==> src/rtl/softmute_pkg.sv <==
package softmute_pkg;

    // Gain level width; the programmed setting shares it.
    localparam int unsigned LVL_W = 8;

    typedef logic [LVL_W-1:0] level_t;

    // Direction of the ramp relative to its target.
    typedef enum logic [1:0] {
        RAMP_IDLE = 2'd0,
        RAMP_UP   = 2'd1,
        RAMP_DOWN = 2'd2
    } ramp_dir_e;

endpackage

==> src/rtl/softmute_ramp.sv <==
module softmute_ramp
    import softmute_pkg::*;
#(
    parameter int unsigned STEP_FRAMES = 16
) (
    input  logic   clk,
    input  logic   rst_n,
    input  logic   frame_en,
    input  logic   mute_req,
    input  level_t setting,
    output level_t level,
    output logic   busy
);

    localparam int unsigned PCW = (STEP_FRAMES > 1) ? $clog2(STEP_FRAMES) : 1;
    localparam logic [PCW-1:0] LAST_CNT = PCW'(STEP_FRAMES - 1);
    localparam logic [PCW-1:0] CNT_ONE  = PCW'(1);
    localparam level_t         LVL_ONE  = level_t'(1);

    typedef struct packed {
        level_t         level;
        level_t         target;
        logic [PCW-1:0] presc;
    } ramp_t;

    ramp_t          r_d, r_q;
    level_t         tgt;
    logic [PCW-1:0] cnt;
    ramp_dir_e      dir;

    always_comb begin
        tgt = mute_req ? '0 : setting;

        if (r_q.level < tgt) begin
            dir = RAMP_UP;
        end else if (r_q.level > tgt) begin
            dir = RAMP_DOWN;
        end else begin
            dir = RAMP_IDLE;
        end

        // A new target (mute edge, release, setting change) restarts the step count.
        cnt = (tgt != r_q.target) ? '0 : r_q.presc;

        r_d = r_q;
        if (frame_en) begin
            r_d.target = tgt;
            if (dir == RAMP_IDLE) begin
                r_d.presc = '0;
            end else if (cnt == LAST_CNT) begin
                r_d.presc = '0;
                r_d.level = (dir == RAMP_UP) ? (r_q.level + LVL_ONE) : (r_q.level - LVL_ONE);
            end else begin
                r_d.presc = cnt + CNT_ONE;
            end
        end
    end

    always_ff @(posedge clk or negedge rst_n) begin
        if (!rst_n) begin
            r_q <= '0;
        end else begin
            r_q <= r_d;
        end
    end

    assign level = r_q.level;
    assign busy  = (r_q.level != tgt);

endmodule

==> src/rtl/softmute_scale.sv <==
module softmute_scale
    import softmute_pkg::*;
#(
    parameter int unsigned SAMPLE_W = 24
) (
    input  logic                       clk,
    input  logic                       rst_n,
    input  logic                       frame_en,
    input  logic signed [SAMPLE_W-1:0] sample,
    input  level_t                     level,
    output logic signed [SAMPLE_W-1:0] scaled
);

    localparam int unsigned PW = SAMPLE_W + LVL_W;

    typedef struct packed {
        logic [SAMPLE_W-1:0] out;
    } scale_t;

    scale_t                     s_d, s_q;
    logic signed [PW-1:0]       prod;
    logic                       neg;
    logic                       frac;
    logic        [SAMPLE_W-1:0] quo;

    always_comb begin
        prod = $signed(sample) * $signed({1'b0, level});
        neg  = prod[PW-1];
        frac = |prod[LVL_W-1:0];
        // Arithmetic shift floors; a negative product with a remainder moves up by one.
        quo  = prod[PW-1:LVL_W];
        s_d  = s_q;
        if (frame_en) begin
            s_d.out = quo + {{(SAMPLE_W-1){1'b0}}, neg & frac};
        end
    end

    always_ff @(posedge clk or negedge rst_n) begin
        if (!rst_n) begin
            s_q <= '0;
        end else begin
            s_q <= s_d;
        end
    end

    assign scaled = $signed(s_q.out);

endmodule

==> src/rtl/softmute_zdet.sv <==
module softmute_zdet #(
    parameter int unsigned SAMPLE_W    = 24,
    parameter int unsigned ZERO_FRAMES = 8192
) (
    input  logic                clk,
    input  logic                rst_n,
    input  logic                frame_en,
    input  logic [SAMPLE_W-1:0] sample,
    output logic                zero_flag
);

    localparam int unsigned   CW      = $clog2(ZERO_FRAMES + 1);
    localparam logic [CW-1:0] CNT_MAX = CW'(ZERO_FRAMES);
    localparam logic [CW-1:0] CNT_ONE = CW'(1);

    typedef struct packed {
        logic [CW-1:0] cnt;
        logic          flag;
    } zdet_t;

    zdet_t         z_d, z_q;
    logic [CW-1:0] cnt_inc;

    always_comb begin
        cnt_inc = (z_q.cnt == CNT_MAX) ? z_q.cnt : (z_q.cnt + CNT_ONE);
        z_d     = z_q;
        if (frame_en) begin
            if (sample != '0) begin
                z_d.cnt  = '0;
                z_d.flag = 1'b0;
            end else begin
                z_d.cnt  = cnt_inc;
                z_d.flag = (cnt_inc == CNT_MAX);
            end
        end
    end

    always_ff @(posedge clk or negedge rst_n) begin
        if (!rst_n) begin
            z_q <= '0;
        end else begin
            z_q <= z_d;
        end
    end

    assign zero_flag = z_q.flag;

endmodule

==> src/rtl/softmute_ctrl.sv <==
module softmute_ctrl
    import softmute_pkg::*;
#(
    parameter int unsigned SAMPLE_W    = 24,
    parameter int unsigned STEP_FRAMES = 16,
    parameter int unsigned ZERO_FRAMES = 8192
) (
    input  logic                       clk,
    input  logic                       rst_n,
    input  logic                       frame_en,
    input  logic                       mute_pin,
    input  logic                       mute_bit,
    input  logic [7:0]                 att_setting,
    input  logic signed [SAMPLE_W-1:0] in_l,
    input  logic signed [SAMPLE_W-1:0] in_r,
    output logic signed [SAMPLE_W-1:0] out_l,
    output logic signed [SAMPLE_W-1:0] out_r,
    output logic                       ramp_busy,
    output logic                       zero_l,
    output logic                       zero_r
);

    localparam int unsigned NUM_CH = 2;

    logic                       mute_req;
    level_t                     level_q;
    logic signed [SAMPLE_W-1:0] ch_in  [NUM_CH];
    logic signed [SAMPLE_W-1:0] ch_out [NUM_CH];
    logic                       ch_zero[NUM_CH];

    assign mute_req  = mute_pin | mute_bit;
    assign ch_in[0]  = in_l;
    assign ch_in[1]  = in_r;

    softmute_ramp #(
        .STEP_FRAMES(STEP_FRAMES)
    ) u_ramp (
        .clk     (clk),
        .rst_n   (rst_n),
        .frame_en(frame_en),
        .mute_req(mute_req),
        .setting (level_t'(att_setting)),
        .level   (level_q),
        .busy    (ramp_busy)
    );

    for (genvar g = 0; g < NUM_CH; g++) begin : g_ch
        softmute_scale #(
            .SAMPLE_W(SAMPLE_W)
        ) u_scale (
            .clk     (clk),
            .rst_n   (rst_n),
            .frame_en(frame_en),
            .sample  (ch_in[g]),
            .level   (level_q),
            .scaled  (ch_out[g])
        );

        softmute_zdet #(
            .SAMPLE_W   (SAMPLE_W),
            .ZERO_FRAMES(ZERO_FRAMES)
        ) u_zdet (
            .clk      (clk),
            .rst_n    (rst_n),
            .frame_en (frame_en),
            .sample   (ch_in[g]),
            .zero_flag(ch_zero[g])
        );
    end

    assign out_l  = ch_out[0];
    assign out_r  = ch_out[1];
    assign zero_l = ch_zero[0];
    assign zero_r = ch_zero[1];

endmodule

==> config.mk <==
export PLATFORM = sky130hd
export DESIGN_NAME = softmute_ctrl
export DESIGN_NICKNAME = d
export VERILOG_FILES = /design/src/rtl/softmute_pkg.sv /design/src/rtl/softmute_ramp.sv /design/src/rtl/softmute_scale.sv /design/src/rtl/softmute_zdet.sv /design/src/rtl/softmute_ctrl.sv
export SDC_FILE = /design/constraint.sdc
export NUM_CORES = 1
export LEC_CHECK = 0
export ABC_CLOCK_PERIOD_IN_PS = 7400
export BUFFER_PORTS_ARGS = -buffer_cell sky130_fd_sc_hd__buf_2
export CORE_MARGIN = 1.5
export CORE_UTILIZATION = 50
export DETAILED_ROUTE_END_ITERATION = 7
export GPL_ROUTABILITY_DRIVEN = 0
export PLACE_DENSITY = 0.7
export SYNTH_ARGS = -nofsm -noshare
export SYNTH_HDL_FRONTEND = slang
export SYNTH_SLANG_ARGS = --single-unit
==> constraint.sdc <==
create_clock -name clk -period 7.4 [get_ports clk]
set_input_delay 2.22 -clock clk [delete_from_list [all_inputs] [get_ports clk]]
set_output_delay 2.22 -clock clk [all_outputs]
set_load 0.005 [all_outputs]
==> flow_results.xml, run 1 <==
<?xml version="1.0" encoding="UTF-8"?>
<metrics>
  <group name="run_status">
    <metric name="status" unit="">finished, violations left</metric>
    <metric name="violations" unit="">setup timing</metric>
  </group>
  <group name="min_path">
    <metric name="holdPathStages" unit="">1</metric>
    <metric name="worst_hold_path.endpoint" unit="">u_ramp.r_q[0]$_DFFE_PN0P_</metric>
    <metric name="hold_path_class" unit="">register to register</metric>
    <metric name="timing.hold.worst.start" unit="">u_ramp.r_q[0]$_DFFE_PN0P_</metric>
  </group>
  <group name="worst_setup_path">
    <metric name="setup.worst_path.class" unit="">primary input to register</metric>
    <metric name="cp_slowest_cell" unit="">fa_1</metric>
    <metric name="max_stage_delay" unit="ps">560</metric>
    <metric name="cp_common_cell" unit="">fa_1</metric>
    <metric name="timing.critical_path.from" unit="">in_r[10]</metric>
    <metric name="reg2reg_from" unit="">u_ramp.level[0]$_DFFE_PN0P_</metric>
    <metric name="critical-path-top-delay-family" unit="">adder cells</metric>
    <metric name="worst-path-max-fanout" unit="">8</metric>
    <metric name="ff2ff_setup_slack" unit="ps">180</metric>
    <metric name="timing.critical_path.buf_inv" unit="">5</metric>
    <metric name="arrival" unit="ps">8240</metric>
    <metric name="worst_r2r_endpoint" unit="">g_ch[1].u_scale.scaled[16]$_DFFE_PN0P_</metric>
    <metric name="end_kind" unit="">register</metric>
    <metric name="rr_worst_depth" unit="">28</metric>
    <metric name="data_required_time_at_the_worst_endpoint" unit="ps">7660</metric>
    <metric name="start_kind" unit="">primary input</metric>
  </group>
  <group name="job">
    <metric name="maxCapViolations" unit="">0</metric>
  </group>
  <group name="timing">
    <metric name="clock_skew" unit="ps">12.2</metric>
    <metric name="actual_transition_at_the_worst_max_transition_pin" unit="ps">1040</metric>
    <metric name="setup-violations-final" unit="">37</metric>
    <metric name="finalWorstSetupSlack" unit="ps">-576</metric>
    <metric name="final.period_utilization" unit="%">108</metric>
    <metric name="timing.final.crit_period" unit="ps">7980</metric>
    <metric name="fin_setup_tns" unit="ps">-13700</metric>
    <metric name="grt_setup_unrepaired" unit="">yes</metric>
    <metric name="report.final.hold_viol_count" unit="">0</metric>
    <metric name="fmax" unit="GHz">0.125</metric>
    <metric name="timing.final.max_slew_violations" unit="">0</metric>
    <metric name="max_slew_margin" unit="%">30.0</metric>
  </group>
  <group name="placed_design">
    <metric name="place.port_buffers" unit="">111</metric>
    <metric name="place_inst" unit="">3189</metric>
    <metric name="placement.setup.worst_slack" unit="ps">-1110</metric>
    <metric name="post-dp-hpwl" unit="mm">41.1</metric>
  </group>
  <group name="route">
    <metric name="dr.first_iter.drc_count" unit="">1034</metric>
    <metric name="ant_nets" unit="">0</metric>
    <metric name="postRouteWirelength" unit="mm">52.3</metric>
    <metric name="drt-vias-per-instance" unit="">5.33</metric>
    <metric name="num_vias" unit="">17400</metric>
    <metric name="route.detailed.drc" unit="">0</metric>
    <metric name="post_dr_wirelength_cell" unit="um">16.0</metric>
    <metric name="first_pass_iters" unit="">5</metric>
  </group>
  <group name="power">
    <metric name="power.ir.vdd_worst" unit="mV">0.101</metric>
    <metric name="cellPowerDensity" unit="nW/um2">51.7</metric>
    <metric name="fin_total_pwr" unit="mW">1.30</metric>
    <metric name="power.static_leakage" unit="nW">13.3</metric>
  </group>
  <group name="layout">
    <metric name="finish.net_count" unit="">3252</metric>
    <metric name="layout-drive-gt1-share" unit="%">26.4</metric>
    <metric name="area_overhead_vs_synth" unit="%">27.1</metric>
    <metric name="final_cells" unit="">3272</metric>
  </group>
  <group name="floorplanning">
    <metric name="initial_utilization" unit="%">50.8</metric>
    <metric name="core_area" unit="um2">38700</metric>
    <metric name="die_area" unit="um2">40600</metric>
    <metric name="die_height" unit="um">201</metric>
    <metric name="die_width" unit="um">201</metric>
    <metric name="core.rowCount" unit="">72</metric>
    <metric name="boundaryPins" unit="">112</metric>
  </group>
  <group name="synthesis">
    <metric name="netlist-cell-type-count" unit="">78</metric>
    <metric name="synth_sequential_area_ratio" unit="%">12.5</metric>
    <metric name="ys.flop_type" unit="">dfrtp_1</metric>
    <metric name="synthesis.area" unit="um2">19700</metric>
    <metric name="synth_area_per_cell" unit="um2">8.46</metric>
    <metric name="synth_enable_flop_cells" unit="">0</metric>
    <metric name="yosys_register_bits" unit="">98</metric>
    <metric name="syn-instance-count" unit="">2326</metric>
    <metric name="post_synth_net_total" unit="">2833</metric>
    <metric name="synth.most_common_cell" unit="">inv_1</metric>
    <metric name="synth_warnings" unit="">0</metric>
    <metric name="synth.cells.most_frequent" unit="">inv_1, fa_1, nand2_1</metric>
    <metric name="post_synth_main_area_contributors" unit="">fa_1, dfrtp_1, ha_1</metric>
    <metric name="synth.top_cell.area_share" unit="%">30.2</metric>
    <metric name="synth_async_sr_flop_share" unit="%">100</metric>
    <metric name="yosysTopAreaCell" unit="">fa_1</metric>
  </group>
  <group name="global_routing">
    <metric name="antenna_found_initial" unit="">4</metric>
    <metric name="grt.overflow.total" unit="">0</metric>
    <metric name="global_route_total_usage_across_every_layer" unit="%">26.5</metric>
    <metric name="first_pass_grt_wire_length" unit="mm">88.4</metric>
    <metric name="grt_start_max_net_pins" unit="">61</metric>
    <metric name="number_of_global_route_vias_before_repair" unit="">18500</metric>
  </group>
  <group name="clocking">
    <metric name="max-clock-path-buffers" unit="">2</metric>
    <metric name="clock_tree.root_cell" unit="">clkbuf_16</metric>
    <metric name="clock-sinks" unit="">98</metric>
    <metric name="cts_buffers" unit="">9</metric>
    <metric name="clk-insertion-delay-late" unit="ps">390</metric>
    <metric name="cts.reportedPaths.clkPinSlew" unit="ps">90</metric>
    <metric name="tritoncts" unit="">built</metric>
    <metric name="cts.htree.levels" unit="">3</metric>
  </group>
</metrics>
-- what timing repair did --
action | CTS | global route
hold buffers | 0 | 0
buffers inserted | 51 | 13
setup endpoints to repair | 40 | 43
resized for setup | 118 | 61
pin swaps | 71 | 54
-- metal layers --
metal	share of wire [%]	vias up	routed length, um	GRT usage [%]
met1	45	8643	23400	36.0
met3	5.0	84	2630	2.92
met4	2.3	0	1210	8.32
met2	48	492	25000	44.6
met5	0	-	0	0
li1	-	8226	-	-
-- final cells by class --
cell class,instances,area [um2]
sequential,98,2460
tap,518,648
fill,3210,13700
antenna,4,10.0
clock inverter,6,77.6
inverter,421,1580
clock buffer,10,239
multi-input combinational,1697,16100
timing repair buffer,518,3900
-- stage by stage --
step | hold WS (ps) | util (%) | cell area (um2)
4_1_cts | 504 | 63.7 | 24700
5_1_grt | 537 | 64.6 | 25000
2_1_floorplan | 456 | - | 20300
3_3_place_gp | 467 | 60.6 | 23500
6_report | 506 | 64.6 | 25000
3_5_place_dp | 486 | 60.6 | 23500
-- sequential cells by signal, indices dropped and copies added, names as in the netlist --
| signal | cells |
|---|---|
| g_ch.u_scale.scaled | 48 |
| u_ramp.r_q | 12 |
| g_ch.u_zdet.zero_flag | 2 |
| g_ch.u_zdet.z_q | 28 |
| u_ramp.level | 8 |
-- report_power, final --
| part | internal (mW) | leakage [nW] | switching [mW] | total, mW |
|---|---|---|---|---|
| clock network | 0.280 | 0.154 | 0.261 | 0.541 |
| registers | 0.553 | 1.30 | 0.0106 | 0.563 |
| logic | 0.0820 | 11.8 | 0.109 | 0.191 |
| total | 0.914 | 13.3 | 0.381 | 1.30 |
-- layout by cell type, fill, tap and decap left out, drive strengths merged, types with 15 or more instances in the layout --
| cell type | netlist | final |
|---|---|---|
| xnor2 | 62 | 62 |
| a21oi | 90 | 90 |
| xor2 | 58 | 58 |
| ha | 149 | 149 |
| nor3 | 30 | 30 |
| and2 | 214 | 214 |
| o21a | 16 | 16 |
| a21o | 27 | 27 |
| nand3 | 37 | 37 |
| nor4 | 26 | 26 |
| dfrtp | 98 | 98 |
| nor2 | 97 | 97 |
| nand2b | 17 | 17 |
| nor2b | 15 | 15 |
| nand2 | 274 | 274 |
| o211ai | 15 | 15 |
| buf | 18 | 514 |
| and3 | 20 | 20 |
| fa | 297 | 297 |
| inv | 420 | 424 |
| o21ai | 73 | 73 |
| nand4 | 25 | 25 |
-- worst max path at each step --
stage | cells after the start | slack (ps) | to
final | 28 | -580 | g_ch[1].u_scale.scaled[16]$_DFFE_PN0P_
after global routing | 28 | -850 | g_ch[1].u_scale.scaled[16]$_DFFE_PN0P_
after floorplan | 27 | -660 | g_ch[1].u_scale.scaled[23]$_DFFE_PN0P_
after CTS | 28 | -470 | g_ch[1].u_scale.scaled[16]$_DFFE_PN0P_
after global placement | 27 | -1070 | g_ch[1].u_scale.scaled[16]$_DFFE_PN0P_
after detailed placement | 27 | -1110 | g_ch[1].u_scale.scaled[16]$_DFFE_PN0P_
-- cell families (layout without fill, tap and decap cells) --
| group | after synthesis | count (layout) | share of synthesized area (%) |
|---|---|---|---|
| compound gates | 321 | 321 | 10.7 |
| xor+xnor | 120 | 120 | 5.38 |
| fa+ha+maj | 446 | 446 | 39.7 |
| buf+inv | 531 | 955 | 10.2 |
| flops | 98 | 98 | 12.5 |
| mux | 16 | 16 | 0.902 |
| other cells | 0 | 4 | 0 |
| simple gates | 794 | 794 | 20.7 |
No activity file was read; power rests on OpenSTA's default activity.
==> run 2, diff against run 1 <==
--- a/config.mk
+++ b/config.mk
@@ -11,7 +11,7 @@
 export CORE_UTILIZATION = 50
 export DETAILED_ROUTE_END_ITERATION = 7
 export GPL_ROUTABILITY_DRIVEN = 0
-export PLACE_DENSITY = 0.7
+export PLACE_DENSITY_LB_ADDON = 0.05
 export SYNTH_ARGS = -nofsm -noshare
 export SYNTH_HDL_FRONTEND = slang
 export SYNTH_SLANG_ARGS = --single-unit
==> flow_results.xml, run 2 (same netlist as run 1, synthesis figures left out) <==
<?xml version="1.0" encoding="UTF-8"?>
<metrics>
  <group name="run_status">
    <metric name="status" unit="">finished, violations left</metric>
    <metric name="violations" unit="">setup timing</metric>
  </group>
  <group name="timing">
    <metric name="clock_skew" unit="ps">10.7</metric>
    <metric name="fmax" unit="GHz">0.127</metric>
    <metric name="finalWorstSetupSlack" unit="ps">-472</metric>
    <metric name="timing.final.max_slew_violations" unit="">0</metric>
    <metric name="report.final.hold_viol_count" unit="">0</metric>
    <metric name="max_slew_margin" unit="%">32.8</metric>
    <metric name="final.period_utilization" unit="%">106</metric>
    <metric name="grt_setup_unrepaired" unit="">yes</metric>
    <metric name="timing.final.crit_period" unit="ps">7870</metric>
    <metric name="actual_transition_at_the_worst_max_transition_pin" unit="ps">1010</metric>
    <metric name="setup-violations-final" unit="">35</metric>
  </group>
  <group name="global_routing">
    <metric name="first_pass_grt_wire_length" unit="mm">87.2</metric>
    <metric name="antenna_found_initial" unit="">3</metric>
    <metric name="global_route_total_usage_across_every_layer" unit="%">26.2</metric>
    <metric name="number_of_global_route_vias_before_repair" unit="">17900</metric>
    <metric name="grt.overflow.total" unit="">0</metric>
    <metric name="grt_start_max_net_pins" unit="">62</metric>
  </group>
  <group name="floorplanning">
    <metric name="die_height" unit="um">201</metric>
    <metric name="boundaryPins" unit="">112</metric>
    <metric name="core.rowCount" unit="">72</metric>
    <metric name="die_width" unit="um">201</metric>
    <metric name="core_area" unit="um2">38700</metric>
    <metric name="die_area" unit="um2">40600</metric>
    <metric name="initial_utilization" unit="%">50.8</metric>
  </group>
  <group name="power">
    <metric name="fin_total_pwr" unit="mW">1.28</metric>
    <metric name="power.static_leakage" unit="nW">13.2</metric>
    <metric name="power.ir.vdd_worst" unit="mV">0.115</metric>
    <metric name="cellPowerDensity" unit="nW/um2">51.4</metric>
  </group>
  <group name="route">
    <metric name="dr.first_iter.drc_count" unit="">865</metric>
    <metric name="postRouteWirelength" unit="mm">50.8</metric>
    <metric name="post_dr_wirelength_cell" unit="um">15.7</metric>
    <metric name="route.detailed.drc" unit="">0</metric>
    <metric name="drt-vias-per-instance" unit="">5.24</metric>
    <metric name="num_vias" unit="">17000</metric>
    <metric name="ant_nets" unit="">0</metric>
    <metric name="first_pass_iters" unit="">5</metric>
  </group>
  <group name="min_path">
    <metric name="holdPathStages" unit="">1</metric>
    <metric name="worst_hold_path.endpoint" unit="">g_ch[0].u_scale.scaled[3]$_DFFE_PN0P_</metric>
    <metric name="timing.hold.worst.start" unit="">g_ch[0].u_scale.scaled[3]$_DFFE_PN0P_</metric>
    <metric name="hold_path_class" unit="">register to register</metric>
  </group>
  <group name="layout">
    <metric name="multiInputGateArea" unit="um2">16200</metric>
    <metric name="final_cells" unit="">3243</metric>
    <metric name="final-seq-area" unit="um2">2450</metric>
    <metric name="mostFrequentLayoutCells" unit="">inv_1, buf_4, fa_1, nand2_1, and2_1</metric>
    <metric name="commonest_non_fill_non_tap_cell_in_the_layout" unit="">inv_1</metric>
    <metric name="area_overhead_vs_synth" unit="%">26.9</metric>
    <metric name="layout.filler_cells" unit="">3413</metric>
    <metric name="finish.net_count" unit="">3226</metric>
    <metric name="layout-drive-gt1-share" unit="%">26.1</metric>
    <metric name="largest_reg_flops" unit="">48</metric>
  </group>
  <group name="worst_setup_path">
    <metric name="end_kind" unit="">register</metric>
    <metric name="start_kind" unit="">primary input</metric>
    <metric name="timing.critical_path.buf_inv" unit="">4</metric>
    <metric name="ff2ff_setup_slack" unit="ps">240</metric>
    <metric name="rr_worst_depth" unit="">29</metric>
    <metric name="arrival" unit="ps">8170</metric>
    <metric name="setup.worst_path.class" unit="">primary input to register</metric>
    <metric name="data_required_time_at_the_worst_endpoint" unit="ps">7690</metric>
    <metric name="critical-path-top-delay-family" unit="">adder cells</metric>
    <metric name="cp_slowest_cell" unit="">fa_2</metric>
    <metric name="worst_r2r_endpoint" unit="">g_ch[1].u_scale.scaled[15]$_DFFE_PN0P_</metric>
    <metric name="reg2reg_from" unit="">u_ramp.level[1]$_DFFE_PN0P_</metric>
    <metric name="max_stage_delay" unit="ps">540</metric>
    <metric name="worst-path-max-fanout" unit="">6</metric>
  </group>
  <group name="clocking">
    <metric name="clock-sinks" unit="">98</metric>
    <metric name="clk-insertion-delay-late" unit="ps">380</metric>
    <metric name="cts.htree.levels" unit="">3</metric>
    <metric name="tritoncts" unit="">built</metric>
    <metric name="cts_buffers" unit="">9</metric>
    <metric name="max-clock-path-buffers" unit="">2</metric>
    <metric name="cts.reportedPaths.clkPinSlew" unit="ps">80</metric>
    <metric name="cts-hold-fix-buffers" unit="">0</metric>
    <metric name="clock_tree.root_cell" unit="">clkbuf_16</metric>
  </group>
  <group name="placed_design">
    <metric name="place_inst" unit="">3195</metric>
    <metric name="place.port_buffers" unit="">111</metric>
    <metric name="post-dp-hpwl" unit="mm">40.9</metric>
  </group>
  <group name="job">
    <metric name="maxCapViolations" unit="">0</metric>
  </group>
</metrics>
-- run 2: metal layers --
metal  global-route usage (%)  routed length, um  vias up
met2                     43.3              23900      312
li1                         -                  -     8159
met5                        0                 26        -
met4                     4.45                536        4
met1                     37.2              24000     8487
met3                     3.56               2350       41
-- run 2: how the worst max path moves through the flow --
stage	startpoint	slack, ps	depth (start not counted)	endpoint
after floorplan	in_r[19]	-660	27	g_ch[1].u_scale.scaled[23]$_DFFE_PN0P_
after global placement	in_r[11]	-1120	27	g_ch[1].u_scale.scaled[22]$_DFFE_PN0P_
after detailed placement	in_r[11]	-1160	27	g_ch[1].u_scale.scaled[20]$_DFFE_PN0P_
after CTS	in_l[8]	-460	27	g_ch[0].u_scale.scaled[13]$_DFFE_PN0P_
after global routing	in_l[5]	-760	26	g_ch[0].u_scale.scaled[23]$_DFFE_PN0P_
final	in_l[15]	-470	26	g_ch[0].u_scale.scaled[23]$_DFFE_PN0P_
-- run 2: stage by stage --
| step | setup slack (ps) | setup TNS (ps) | hold slack (ps) | util (%) | cell area (um2) |
|---|---|---|---|---|---|
| global route | -756 | -23030 | 504 | 64.5 | 25000 |
| floorplan | -658 | -14020 | 456 | - | 20300 |
| CTS | -463 | -10610 | 498 | 63.3 | 24500 |
| detailed placement | -1160 | -35790 | 477 | 60.8 | 23500 |
| finish | -472 | -11030 | 491 | 64.5 | 25000 |
| global placement | -1120 | -31500 | 461 | 60.8 | 23500 |
-- run 2: worst register-to-register path, delay by kind of cell, from the launching register on --
family                     cells  cell delay [ps]
adders and majority gates      6             2500
AOI/OAI and AO/OA              9             1500
DFF                            1              930
and+or+nand+nor                5              920
buffers and inverters          7              910
xor gates and xnor gates       2              270
-- run 2: where the power goes --
part | switching, mW | internal [mW]
sequential | 0.0108 | 0.553
combinational | 0.109 | 0.0849
clock | 0.253 | 0.273
-- run 2: what timing repair did --
| item | CTS | global route |
|---|---|---|
| setup buffers | 20 | 14 |
| endpoints found under the setup margin | 38 | 44 |
| cloned | 0 | 0 |
| pin swaps | 99 | 74 |
| gates resized for setup | 129 | 90 |
-- run 2: layout make-up --
cell class	instances	area share, %
inverter	421	6.33
antenna	1	0.0100
clock buffer	9	0.902
multi-input combinational	1697	64.9
tap	518	2.59
timing repair buffer	492	15.0
clock inverter	7	0.386
sequential	98	9.83
==> run 3, diff against run 2 <==
--- a/config.mk
+++ b/config.mk
@@ -8,7 +8,7 @@
 export ABC_CLOCK_PERIOD_IN_PS = 7400
 export BUFFER_PORTS_ARGS = -buffer_cell sky130_fd_sc_hd__buf_2
 export CORE_MARGIN = 1.5
-export CORE_UTILIZATION = 50
+export CORE_UTILIZATION = 31
 export DETAILED_ROUTE_END_ITERATION = 7
 export GPL_ROUTABILITY_DRIVEN = 0
 export PLACE_DENSITY_LB_ADDON = 0.05
==> flow_results.xml, run 3 (same netlist as run 1, synthesis figures left out) <==
<?xml version="1.0" encoding="UTF-8"?>
<metrics>
  <group name="clocking">
    <metric name="cts-hold-fix-buffers" unit="">0</metric>
    <metric name="clock_tree.root_cell" unit="">clkbuf_16</metric>
    <metric name="tritoncts" unit="">built</metric>
    <metric name="clock-sinks" unit="">98</metric>
    <metric name="clk-insertion-delay-late" unit="ps">390</metric>
    <metric name="max-clock-path-buffers" unit="">2</metric>
    <metric name="cts.reportedPaths.clkPinSlew" unit="ps">70</metric>
    <metric name="cts_buffers" unit="">9</metric>
    <metric name="cts.htree.levels" unit="">3</metric>
  </group>
  <group name="timing">
    <metric name="report.final.hold_viol_count" unit="">0</metric>
    <metric name="clock_skew" unit="ps">12.6</metric>
    <metric name="timing.final.crit_period" unit="ps">7920</metric>
    <metric name="finalWorstSetupSlack" unit="ps">-517</metric>
    <metric name="grt_setup_unrepaired" unit="">yes</metric>
    <metric name="max_slew_margin" unit="%">43.8</metric>
    <metric name="fmax" unit="GHz">0.126</metric>
    <metric name="timing.final.max_slew_violations" unit="">0</metric>
    <metric name="hold_ws" unit="ps">487</metric>
    <metric name="setup-violations-final" unit="">35</metric>
    <metric name="actual_transition_at_the_worst_max_transition_pin" unit="ps">835</metric>
    <metric name="final.period_utilization" unit="%">107</metric>
  </group>
  <group name="layout">
    <metric name="commonest_non_fill_non_tap_cell_in_the_layout" unit="">inv_1</metric>
    <metric name="final_core_utilization" unit="%">40.2</metric>
    <metric name="finish.net_count" unit="">3222</metric>
    <metric name="post-route-cell-area" unit="um2">25300</metric>
    <metric name="layout-drive-gt1-share" unit="%">25.2</metric>
    <metric name="mostFrequentLayoutCells" unit="">inv_1, buf_4, fa_1, nand2_1, and2_1</metric>
    <metric name="largest_reg_flops" unit="">48</metric>
    <metric name="area_overhead_vs_synth" unit="%">28.5</metric>
  </group>
  <group name="global_routing">
    <metric name="grt.overflow.total" unit="">0</metric>
    <metric name="first_pass_grt_wire_length" unit="mm">93.5</metric>
    <metric name="global_route_total_usage_across_every_layer" unit="%">18.0</metric>
    <metric name="antenna_found_initial" unit="">1</metric>
    <metric name="grt.busiest_layer" unit="">met2</metric>
    <metric name="grt_start_max_net_pins" unit="">61</metric>
    <metric name="number_of_global_route_vias_before_repair" unit="">17700</metric>
    <metric name="gr-usage-met1" unit="%">25.7</metric>
    <metric name="grtUsageMet2" unit="%">29.1</metric>
    <metric name="global_route.usage.met3" unit="%">2.52</metric>
  </group>
  <group name="job">
    <metric name="maxCapViolations" unit="">0</metric>
  </group>
  <group name="floorplanning">
    <metric name="die_height" unit="um">255</metric>
    <metric name="initial_utilization" unit="%">31.3</metric>
    <metric name="die_area" unit="um2">65000</metric>
    <metric name="core.rowCount" unit="">92</metric>
    <metric name="die_width" unit="um">255</metric>
    <metric name="boundaryPins" unit="">112</metric>
    <metric name="core_area" unit="um2">63000</metric>
  </group>
  <group name="power">
    <metric name="fin_total_pwr" unit="mW">1.29</metric>
    <metric name="power.ir.vdd_worst" unit="mV">0.117</metric>
    <metric name="cellPowerDensity" unit="nW/um2">50.8</metric>
    <metric name="power.static_leakage" unit="nW">13.2</metric>
  </group>
  <group name="min_path">
    <metric name="hold_path_class" unit="">register to register</metric>
  </group>
  <group name="placed_design">
    <metric name="placed_instance_area" unit="um2">24000</metric>
    <metric name="place.port_buffers" unit="">111</metric>
    <metric name="placement.setup.worst_slack" unit="ps">-1300</metric>
    <metric name="post-dp-hpwl" unit="mm">45.5</metric>
  </group>
  <group name="worst_setup_path">
    <metric name="max_stage_delay" unit="ps">560</metric>
    <metric name="critical-path-top-delay-family" unit="">adder cells</metric>
    <metric name="timing.critical_path.buf_inv" unit="">4</metric>
    <metric name="end_kind" unit="">register</metric>
    <metric name="cp_common_cell" unit="">fa_1</metric>
    <metric name="worst-path-max-fanout" unit="">7</metric>
    <metric name="setup.worst_path.class" unit="">primary input to register</metric>
    <metric name="cp_slowest_cell" unit="">fa_1</metric>
    <metric name="arrival" unit="ps">8210</metric>
    <metric name="data_required_time_at_the_worst_endpoint" unit="ps">7700</metric>
    <metric name="start_kind" unit="">primary input</metric>
  </group>
  <group name="route">
    <metric name="postRouteWirelength" unit="mm">55.7</metric>
    <metric name="drt-vias-per-instance" unit="">4.65</metric>
    <metric name="ant_nets" unit="">0</metric>
    <metric name="post_dr_wirelength_cell" unit="um">15.6</metric>
    <metric name="dr.first_iter.drc_count" unit="">625</metric>
    <metric name="first_pass_iters" unit="">5</metric>
    <metric name="num_vias" unit="">16600</metric>
    <metric name="route.detailed.drc" unit="">0</metric>
  </group>
  <group name="run_status">
    <metric name="violations" unit="">setup timing</metric>
    <metric name="status" unit="">finished, violations left</metric>
  </group>
</metrics>
[run 3: changes by cell type in the layout (fill, tap and decap cells not counted), sizes merged]
cell / before / now
clkinvlp: 1 / 2
clkinv: 3 / 2
clkbuf: 11 / 13
buf: 490 / 484
[run 3: where the power goes]
part           switching (mW)  internal, mW
sequential             0.0102         0.553
combinational           0.115        0.0840
clock                   0.256         0.269
total                   0.381         0.906
[run 3: metal layers]
| metal | share of wire (%) | vias to the layer above | routed length (um) |
|---|---|---|---|
| met5 | 0.030 | - | 17 |
| met4 | 1.0 | 2 | 578 |
| met3 | 3.5 | 17 | 1970 |
| met2 | 46 | 193 | 25800 |
| met1 | 49 | 8247 | 27400 |
| li1 | - | 8133 | - |
[run 3: timing repair]
| item | in CTS | in global routing |
|---|---|---|
| setup endpoints to repair | 41 | 44 |
| gates cloned | 0 | 0 |
| setup buffers | 15 | 13 |
| gates resized for setup | 121 | 66 |
| pin swaps | 50 | 47 |
[run 3: worst paths after layout]
| kind | from | end | slack [ps] | cells after the start |
|---|---|---|---|---|
| worst max-delay path | in_l[5] | g_ch[0].u_scale.scaled[23]$_DFFE_PN0P_ | -520 | 26 |
| worst min-delay path | g_ch[1].u_zdet.zero_flag$_DFFE_PN0P_ | g_ch[1].u_zdet.zero_flag$_DFFE_PN0P_ | 490 | 1 |
| worst max register to register | u_ramp.level[0]$_DFFE_PN0P_ | g_ch[1].u_scale.scaled[22]$_DFFE_PN0P_ | 250 | 28 |
| worst min register to register | g_ch[1].u_zdet.zero_flag$_DFFE_PN0P_ | g_ch[1].u_zdet.zero_flag$_DFFE_PN0P_ | 490 | 1 |
| max in group asynchronous | rst_n | g_ch[1].u_scale.scaled[23]$_DFFE_PN0P_ | 4330 | 2 |
| min in group asynchronous | rst_n | u_ramp.r_q[10]$_DFFE_PN0P_ | 1820 | 1 |
[run 3: per-stage QoR]
step / instances / setup TNS, ps
after floorplan: 2326 / -14020
after global placement: 3524 / -40890
after detailed placement: 3524 / -42040
after CTS: 3554 / -13300
after global routing: 3566 / -23440
final: 3567 / -12260
[run 3: final cells by class]
| type | count | area [um2] |
|---|---|---|
| fill | 6455 | 37700 |
| multi-input combinational | 1697 | 16200 |
| timing repair buffer | 488 | 3710 |
| sequential | 98 | 2460 |
| inverter | 421 | 1580 |
| tap | 846 | 1060 |
| clock buffer | 9 | 225 |
| clock inverter | 7 | 85.1 |
| antenna | 1 | 2.50 |
[run 3: worst reg2reg max path, delay by kind of cell (launching register included)]
kind                     cells  cell delay (ps)
XOR/XNOR                     2              250
AND/OR/NAND/NOR              4              740
flip-flops                   1              850
adder cells (fa/ha/maj)      7             2610
AO/OA/AOI/OAI               10             1880
buffers and inverters        5              720
